$ cat src/rtl/pbp_pkg.sv
package pbp_pkg;
    localparam int PIX_W = 24;
    localparam int BUS_W = 16;
    localparam int SZ_W  = 5;

    typedef enum logic [1:0] {
        FMT_1X1 = 2'd0,
        FMT_2X1 = 2'd1,
        FMT_3X1 = 2'd2,
        FMT_3X2 = 2'd3
    } fmt_e;

    typedef struct packed {
        logic            ok;
        fmt_e            fmt;
        logic [SZ_W-1:0] bpp;
        logic [SZ_W-1:0] lines;
    } bus_cfg_t;

    function automatic logic [SZ_W-1:0] bpp_of(input logic [1:0] code);
        case (code)
            2'd0:    return SZ_W'(12);
            2'd1:    return SZ_W'(16);
            2'd2:    return SZ_W'(18);
            default: return SZ_W'(24);
        endcase
    endfunction

    function automatic logic [SZ_W-1:0] lines_of(input logic [1:0] code);
        case (code)
            2'd0:    return SZ_W'(8);
            2'd1:    return SZ_W'(9);
            2'd2:    return SZ_W'(12);
            default: return SZ_W'(16);
        endcase
    endfunction
endpackage

$ cat src/rtl/pbp_fmt_decode.sv
module pbp_fmt_decode
    import pbp_pkg::*;
(
    input  logic [1:0] dtype,
    input  logic [1:0] width,
    output bus_cfg_t   cfg
);
    localparam int EW = SZ_W + 2;

    logic [EW-1:0] b1, b2, l1, l2, l3;

    always_comb begin
        b1 = EW'(bpp_of(dtype));
        l1 = EW'(lines_of(width));
        b2 = b1 << 1;
        l2 = l1 << 1;
        l3 = l1 + l2;

        cfg.bpp   = bpp_of(dtype);
        cfg.lines = lines_of(width);
        cfg.ok    = 1'b1;
        cfg.fmt   = FMT_1X1;
        if (b1 == l1) begin
            cfg.fmt = FMT_1X1;
        end else if (b1 == l2) begin
            cfg.fmt = FMT_2X1;
        end else if (b1 == l3) begin
            cfg.fmt = FMT_3X1;
        end else if (b2 == l3) begin
            cfg.fmt = FMT_3X2;
        end else begin
            cfg.ok  = 1'b0;
        end
    end
endmodule

$ cat src/rtl/pbp_frame_ctr.sv
module pbp_frame_ctr #(
    parameter int CNT_W = 20
) (
    input  logic             clk,
    input  logic             rst_n,
    input  logic             load,
    input  logic [CNT_W-1:0] target,
    input  logic             step,
    output logic             all_in
);
    typedef struct packed {
        logic [CNT_W-1:0] cnt;
        logic             all_in;
    } ctr_t;

    ctr_t ctr_d, ctr_q;
    logic [CNT_W-1:0] cnt_inc;

    always_comb begin
        ctr_d   = ctr_q;
        cnt_inc = ctr_q.cnt + CNT_W'(1);
        if (load) begin
            ctr_d = '0;
        end else if (step && !ctr_q.all_in) begin
            ctr_d.cnt = cnt_inc;
            if (cnt_inc == target) begin
                ctr_d.all_in = 1'b1;
            end
        end
    end

    always_ff @(posedge clk or negedge rst_n) begin
        if (!rst_n) begin
            ctr_q <= '0;
        end else begin
            ctr_q <= ctr_d;
        end
    end

    assign all_in = ctr_q.all_in;


    cnt_le_target_chk: assert property (@(posedge clk) disable iff (!rst_n)
        ctr_q.cnt <= target);


    no_pixel_after_last_chk: assert property (@(posedge clk) disable iff (!rst_n)
        step |-> !ctr_q.all_in);
endmodule

$ cat src/rtl/pbp_packer.sv
module pbp_packer
    import pbp_pkg::*;
#(
    parameter int ACC_W = 2 * PIX_W
) (
    input  logic             clk,
    input  logic             rst_n,
    input  logic             clear,
    input  logic [SZ_W-1:0]  bpp,
    input  logic [SZ_W-1:0]  lines,
    input  logic             take,
    input  logic [PIX_W-1:0] pixel,
    input  logic             flush,
    input  logic             out_ready,
    output logic             can_take,
    output logic             word_valid,
    output logic [BUS_W-1:0] word,
    output logic             empty
);
    localparam int NB_W = $clog2(ACC_W + 1);
    localparam int EW   = SZ_W + 2;

    typedef struct packed {
        logic [ACC_W-1:0] acc;
        logic [NB_W-1:0]  nbits;
    } pk_t;

    pk_t pk_d, pk_q;

    logic             full_word;
    logic [PIX_W-1:0] pix_left;
    logic [ACC_W-1:0] ins;
    logic [BUS_W-1:0] top_bits;

    always_comb begin
        pk_d       = pk_q;
        full_word  = pk_q.nbits >= NB_W'(lines);
        can_take   = !full_word;
        word_valid = full_word || (flush && pk_q.nbits != '0);
        empty      = pk_q.nbits == '0;
        top_bits   = pk_q.acc[ACC_W-1 -: BUS_W];
        word       = BUS_W'(top_bits >> (BUS_W - int'(lines)));
        pix_left   = PIX_W'(pixel << (PIX_W - int'(bpp)));
        ins        = {pix_left, {(ACC_W - PIX_W){1'b0}}} >> pk_q.nbits;

        if (clear) begin
            pk_d = '0;
        end else if (take && can_take) begin
            pk_d.acc   = pk_q.acc | ins;
            pk_d.nbits = pk_q.nbits + NB_W'(bpp);
        end else if (word_valid && out_ready) begin
            pk_d.acc   = pk_q.acc << lines;
            pk_d.nbits = full_word ? (pk_q.nbits - NB_W'(lines)) : '0;
        end
    end

    always_ff @(posedge clk or negedge rst_n) begin
        if (!rst_n) begin
            pk_q <= '0;
        end else begin
            pk_q <= pk_d;
        end
    end


    word_hold_chk: assert property (@(posedge clk) disable iff (!rst_n)
        (word_valid && !out_ready && !clear) |=> (word_valid && $stable(word)));


    fill_bound_chk: assert property (@(posedge clk) disable iff (!rst_n)
        (pk_q.nbits != '0) |-> (EW'(pk_q.nbits) < EW'(lines) + EW'(bpp)));
endmodule

$ cat src/rtl/pixel_bus_packer.sv
module pixel_bus_packer
    import pbp_pkg::*;
#(
    parameter int CNT_W = 20
) (
    input  logic             clk,
    input  logic             rst_n,
    input  logic [1:0]       cfg_dtype,
    input  logic [1:0]       cfg_width,
    input  logic [CNT_W-1:0] frame_pixels,
    input  logic             start,
    input  logic             in_valid,
    input  logic [23:0]      in_pixel,
    output logic             in_ready,
    output logic             out_valid,
    output logic [15:0]      out_word,
    input  logic             out_ready,
    output logic             busy,
    output logic             cfg_err,
    output logic             frame_done,
    output logic [1:0]       fmt_code
);
    typedef struct packed {
        logic             busy;
        logic             err;
        logic             done;
        bus_cfg_t         cfg;
        logic [CNT_W-1:0] target;
    } top_t;

    top_t     st_d, st_q;
    bus_cfg_t dec;
    logic     load, all_in, can_take, pk_valid, pk_empty, in_fire;

    pbp_fmt_decode u_dec (
        .dtype (cfg_dtype),
        .width (cfg_width),
        .cfg   (dec)
    );

    always_comb begin
        st_d      = st_q;
        st_d.done = 1'b0;
        load      = 1'b0;
        if (start && !st_q.busy) begin
            st_d.err = !dec.ok;
            if (dec.ok && frame_pixels != '0) begin
                load        = 1'b1;
                st_d.busy   = 1'b1;
                st_d.cfg    = dec;
                st_d.target = frame_pixels;
            end
        end else if (st_q.busy && all_in && pk_empty) begin
            st_d.busy = 1'b0;
            st_d.done = 1'b1;
        end
    end

    always_ff @(posedge clk or negedge rst_n) begin
        if (!rst_n) begin
            st_q <= '0;
        end else begin
            st_q <= st_d;
        end
    end

    assign in_ready = st_q.busy && !all_in && can_take;
    assign in_fire  = in_valid && in_ready;

    pbp_frame_ctr #(.CNT_W(CNT_W)) u_ctr (
        .clk    (clk),
        .rst_n  (rst_n),
        .load   (load),
        .target (st_q.target),
        .step   (in_fire),
        .all_in (all_in)
    );

    pbp_packer u_pk (
        .clk        (clk),
        .rst_n      (rst_n),
        .clear      (load),
        .bpp        (st_q.cfg.bpp),
        .lines      (st_q.cfg.lines),
        .take       (in_fire),
        .pixel      (in_pixel),
        .flush      (all_in),
        .out_ready  (out_ready && st_q.busy),
        .can_take   (can_take),
        .word_valid (pk_valid),
        .word       (out_word),
        .empty      (pk_empty)
    );

    assign out_valid  = st_q.busy && pk_valid;
    assign busy       = st_q.busy;
    assign cfg_err    = st_q.err;
    assign frame_done = st_q.done;
    assign fmt_code   = st_q.cfg.fmt;


    err_not_busy_chk: assert property (@(posedge clk) disable iff (!rst_n)
        cfg_err |-> !busy);


    run_cfg_ok_chk: assert property (@(posedge clk) disable iff (!rst_n)
        busy |-> st_q.cfg.ok);


    word_upper_zero_chk: assert property (@(posedge clk) disable iff (!rst_n)
        out_valid |-> ((out_word >> st_q.cfg.lines) == '0));


    done_on_fall_chk: assert property (@(posedge clk) disable iff (!rst_n)
        $fell(busy) |-> frame_done);
endmodule

$ cat config.mk
export PLATFORM = sky130hd
export DESIGN_NAME = pixel_bus_packer
export DESIGN_NICKNAME = d
export VERILOG_FILES = /design/src/rtl/pbp_pkg.sv /design/src/rtl/pbp_fmt_decode.sv /design/src/rtl/pbp_frame_ctr.sv /design/src/rtl/pbp_packer.sv /design/src/rtl/pixel_bus_packer.sv
export SDC_FILE = /design/constraint.sdc
export NUM_CORES = 1
export LEC_CHECK = 0
export BUFFER_PORTS_ARGS = -buffer_cell sky130_fd_sc_hd__buf_2
export CORE_MARGIN = 5
export CORE_UTILIZATION = 56
export DETAILED_ROUTE_END_ITERATION = 8
export GPL_ROUTABILITY_DRIVEN = 0
export GPL_TIMING_DRIVEN = 1
export PLACE_DENSITY = 0.75
export SKIP_LAST_GASP = 1
export SLEW_MARGIN = 20
export SYNTH_ARGS = -nofsm -noshare
export SYNTH_HDL_FRONTEND = slang
export SYNTH_SLANG_ARGS = --single-unit
$ cat constraint.sdc
create_clock -name clk -period 8.95 [get_ports clk]
set_input_delay 1.3425 -clock clk [delete_from_list [all_inputs] [get_ports clk]]
set_output_delay 1.3425 -clock clk [all_outputs]
set_load 0.02 [all_outputs]
==> impl_metrics.json <==
{
  "cts_setup_buffers": 0,
  "yosys_warnings": 0,
  "die_w_um": 154,
  "detail-route-antenna-nets": 0,
  "fillCellCount": 1863,
  "vias": 12600,
  "critPathLaunchType": "flop",
  "numCtsBuffers": 9,
  "die_h_um": 154,
  "path_max_fanout": 44,
  "crit_path_end_kind": "flop",
  "grt_max_degree": 71,
  "cap_violations": 0,
  "grt_pass1_vias": 11300,
  "pre_cts_ws_ps": 3640,
  "cts-root-buf": "clkbuf_16",
  "setup_tns_ps": 0,
  "clock_skew_ps": 13.9,
  "synth_top_cells_by_area": "dfrtp_1 (23%), mux2i_1 (8.3%), nand2_1 (7.2%), mux4_2 (5.0%), o21ai_0 (4.5%)",
  "cts_buffer_depth": 2,
  "yosysTopAreaCellShare_pct": 23.2,
  "worst_slack_ps": 3600,
  "post-route-drc-count": 0,
  "ios": 76,
  "syn_area_mm2": 0.0117,
  "drtIter0Drc": 2143,
  "setup_viol_count_final": 0,
  "clkSinkCount": 108,
  "postCtsHoldBufs": 0,
  "hold_path.class": "reg2reg",
  "cts_tree": "built",
  "post_cts_resized": 0,
  "antenna_found_initial": 0,
  "syn_nets": 1584,
  "clk_latency_ps": 380,
  "fp-row-count": 52,
  "io_buffers": 75,
  "ys_seq_area_share_pct": 23.2,
  "timing.final.hold_violations": 0,
  "register_area_mm2": 0.00271,
  "coreArea_mm2": 0.0204,
  "dieArea_mm2": 0.0238,
  "worst_pin_slew_ps": 1130,
  "grt_overflow": 0,
  "antenna_cells": 0,
  "drive_above_1_share_pct": 13.1,
  "synth_top_cell_by_area": "dfrtp_1",
  "async_reset_ff_share_pct": 100,
  "nets": 1565,
  "synthToLayoutAreaGrowth_pct": 5.54,
  "ys.flop_type": "dfrtp_1",
  "h-tree-depth": 3,
  "grt_pass1_wl_um": 61800,
  "status": "completed",
  "initial_core_util_pct": 57.3,
  "avgSynthCellArea_um2": 7.71,
  "syn_inst": 1513,
  "path_class": "reg2reg",
  "post_drt_wl_per_cell_um": 22.0,
  "synth_edf_count": 0,
  "finalCritPeriodShare_pct": 59.8,
  "multi_input_area_mm2": 0.00834,
  "cts.clk_slew.worst_paths_ps": 80,
  "fmax_mhz": 187,
  "worstPathArrival_ps": 5570,
  "via_per_inst": 7.11,
  "cp_data_required_time_ps": 9170,
  "drt_wl_total_um": 39000,
  "grt_use_total_pct": 31.5,
  "yosys.cell_types.count": 94,
  "dr.pass1.iters": 7,
  "ys_seq_elements": 108,
  "rsz0062_at_grt": "no",
  "slew_headroom_pct": 24.4,
  "period_needed_ps": 5350,
  "dp_hpwl_um": 27300,
  "slew_violations": 0
}
==> path summary, 6_finish.rpt <==
kind / slack [ps] / to / from / cells after the start
max in group asynchronous: 6650 / st_q[22] / rst_n / 2
worst min register to register: 500 / st_q[1] / st_q[1] / 2
worst max-delay path: 3600 / u_pk.pk_q[25] / st_q[26] / 10
worst max register to register: 3600 / u_pk.pk_q[25] / st_q[26] / 10
worst min-delay path: 500 / st_q[1] / st_q[1] / 2
min in group asynchronous: 950 / u_pk.pk_q[33] / rst_n / 1
==> per-layer routing <==
| metal | GRT usage (%) | share of wire, % | vias up |
|---|---|---|---|
| met5 | 0 | 0 | - |
| met4 | 13.5 | 5.3 | 0 |
| met3 | 6.06 | 12 | 173 |
| met2 | 46.2 | 43 | 865 |
| met1 | 45.4 | 40 | 5864 |
| li1 | - | - | 5674 |
==> stage by stage <==
step / cells / utilization (%) / area, um2 / hold WS, ps
final: 1769 / 60.5 / 12300 / 498
after global routing: 1769 / 60.5 / 12300 / 515
after floorplan: 1513 / - / 11700 / 451
after CTS: 1769 / 60.5 / 12300 / 502
after global placement: 1753 / 58.9 / 12000 / 463
after detailed placement: 1753 / 58.9 / 12000 / 480
==> cell type report <==
class / count / share of cell area (%)
repair buffers: 95 / 4.29
clock inverters: 7 / 0.731
flip-flops and latches: 108 / 22.0
clock buffers: 9 / 1.83
multi-input cells: 1255 / 67.7
well taps: 270 / 2.74
inverters: 25 / 0.762
==> placed cells by master, fill, tap and decap left out, drive strengths merged, types with 18 or more instances in the layout <==
cell | netlist | final
a211oi | 37 | 37
a21oi | 100 | 100
a31oi | 27 | 27
and3 | 18 | 18
buf | 37 | 95
dfrtp | 108 | 108
inv | 22 | 25
mux2 | 21 | 21
mux2i | 97 | 97
mux4 | 26 | 26
nand2 | 225 | 225
nand3 | 55 | 55
nor2 | 103 | 103
nor3 | 64 | 64
nor4 | 25 | 25
o21ai | 116 | 116
o31ai | 18 | 18
xnor2 | 30 | 30
==> cells by family after synthesis <==
group	share of synthesized area [%]
simple gates	23.4
compound gates	26.8
buf+inv	5.60
mux	15.4
flops	23.2
xor+xnor	3.72
fa+ha+maj	1.99
==> worst max-delay path, cell delays in order, from the launching register on <==
cell and delay [ps]:
dfrtp_2 1050, inv_1 200, ha_1 500, and3b_1 930
a21oi_1 290, a31oi_1 390, nor3_1 120, nor4_2 670
nor3_1 90, o32ai_1 720, o221ai_1 220
==> cell usage after synthesis, types with 6 or more instances <==
cell / n
buf_1: 15
buf_2: 12
and3_1: 18
a2111oi_0: 7
a211oi_1: 37
or3_1: 7
nand3_1: 54
and2_1: 16
o22ai_1: 17
mux4_2: 26
dfrtp_1: 108
a31o_2: 6
nor2_1: 103
xor2_1: 16
o21ai_0: 104
nand2b_1: 10
a22oi_1: 7
mux2_2: 21
xnor2_1: 28
a32oi_1: 7
o221ai_1: 13
inv_1: 19
mux2i_1: 97
a21oi_1: 99
nand2_1: 225
o211ai_1: 16
nand4_1: 16
a31oi_1: 26
nor3_1: 63
nor4_1: 23
o31ai_1: 18
o21ai_1: 9
buf_6: 6
clkbuf_1: 88
a21o_1: 7
a311oi_1: 11
nor2b_1: 15
ha_1: 17
o21a_1: 11
==> sequential cells by signal, summed over array words and instances, names as in the netlist <==
signal / count
cfg_err: 1
st_q: 28
u_ctr.all_in: 1
u_ctr.ctr_q: 20
busy: 1
frame_done: 1
fmt_code: 2
u_pk.pk_q: 54
Power is not shown: default switching activity piles up to over one toggle a cycle in this logic, so the estimate is an artifact.
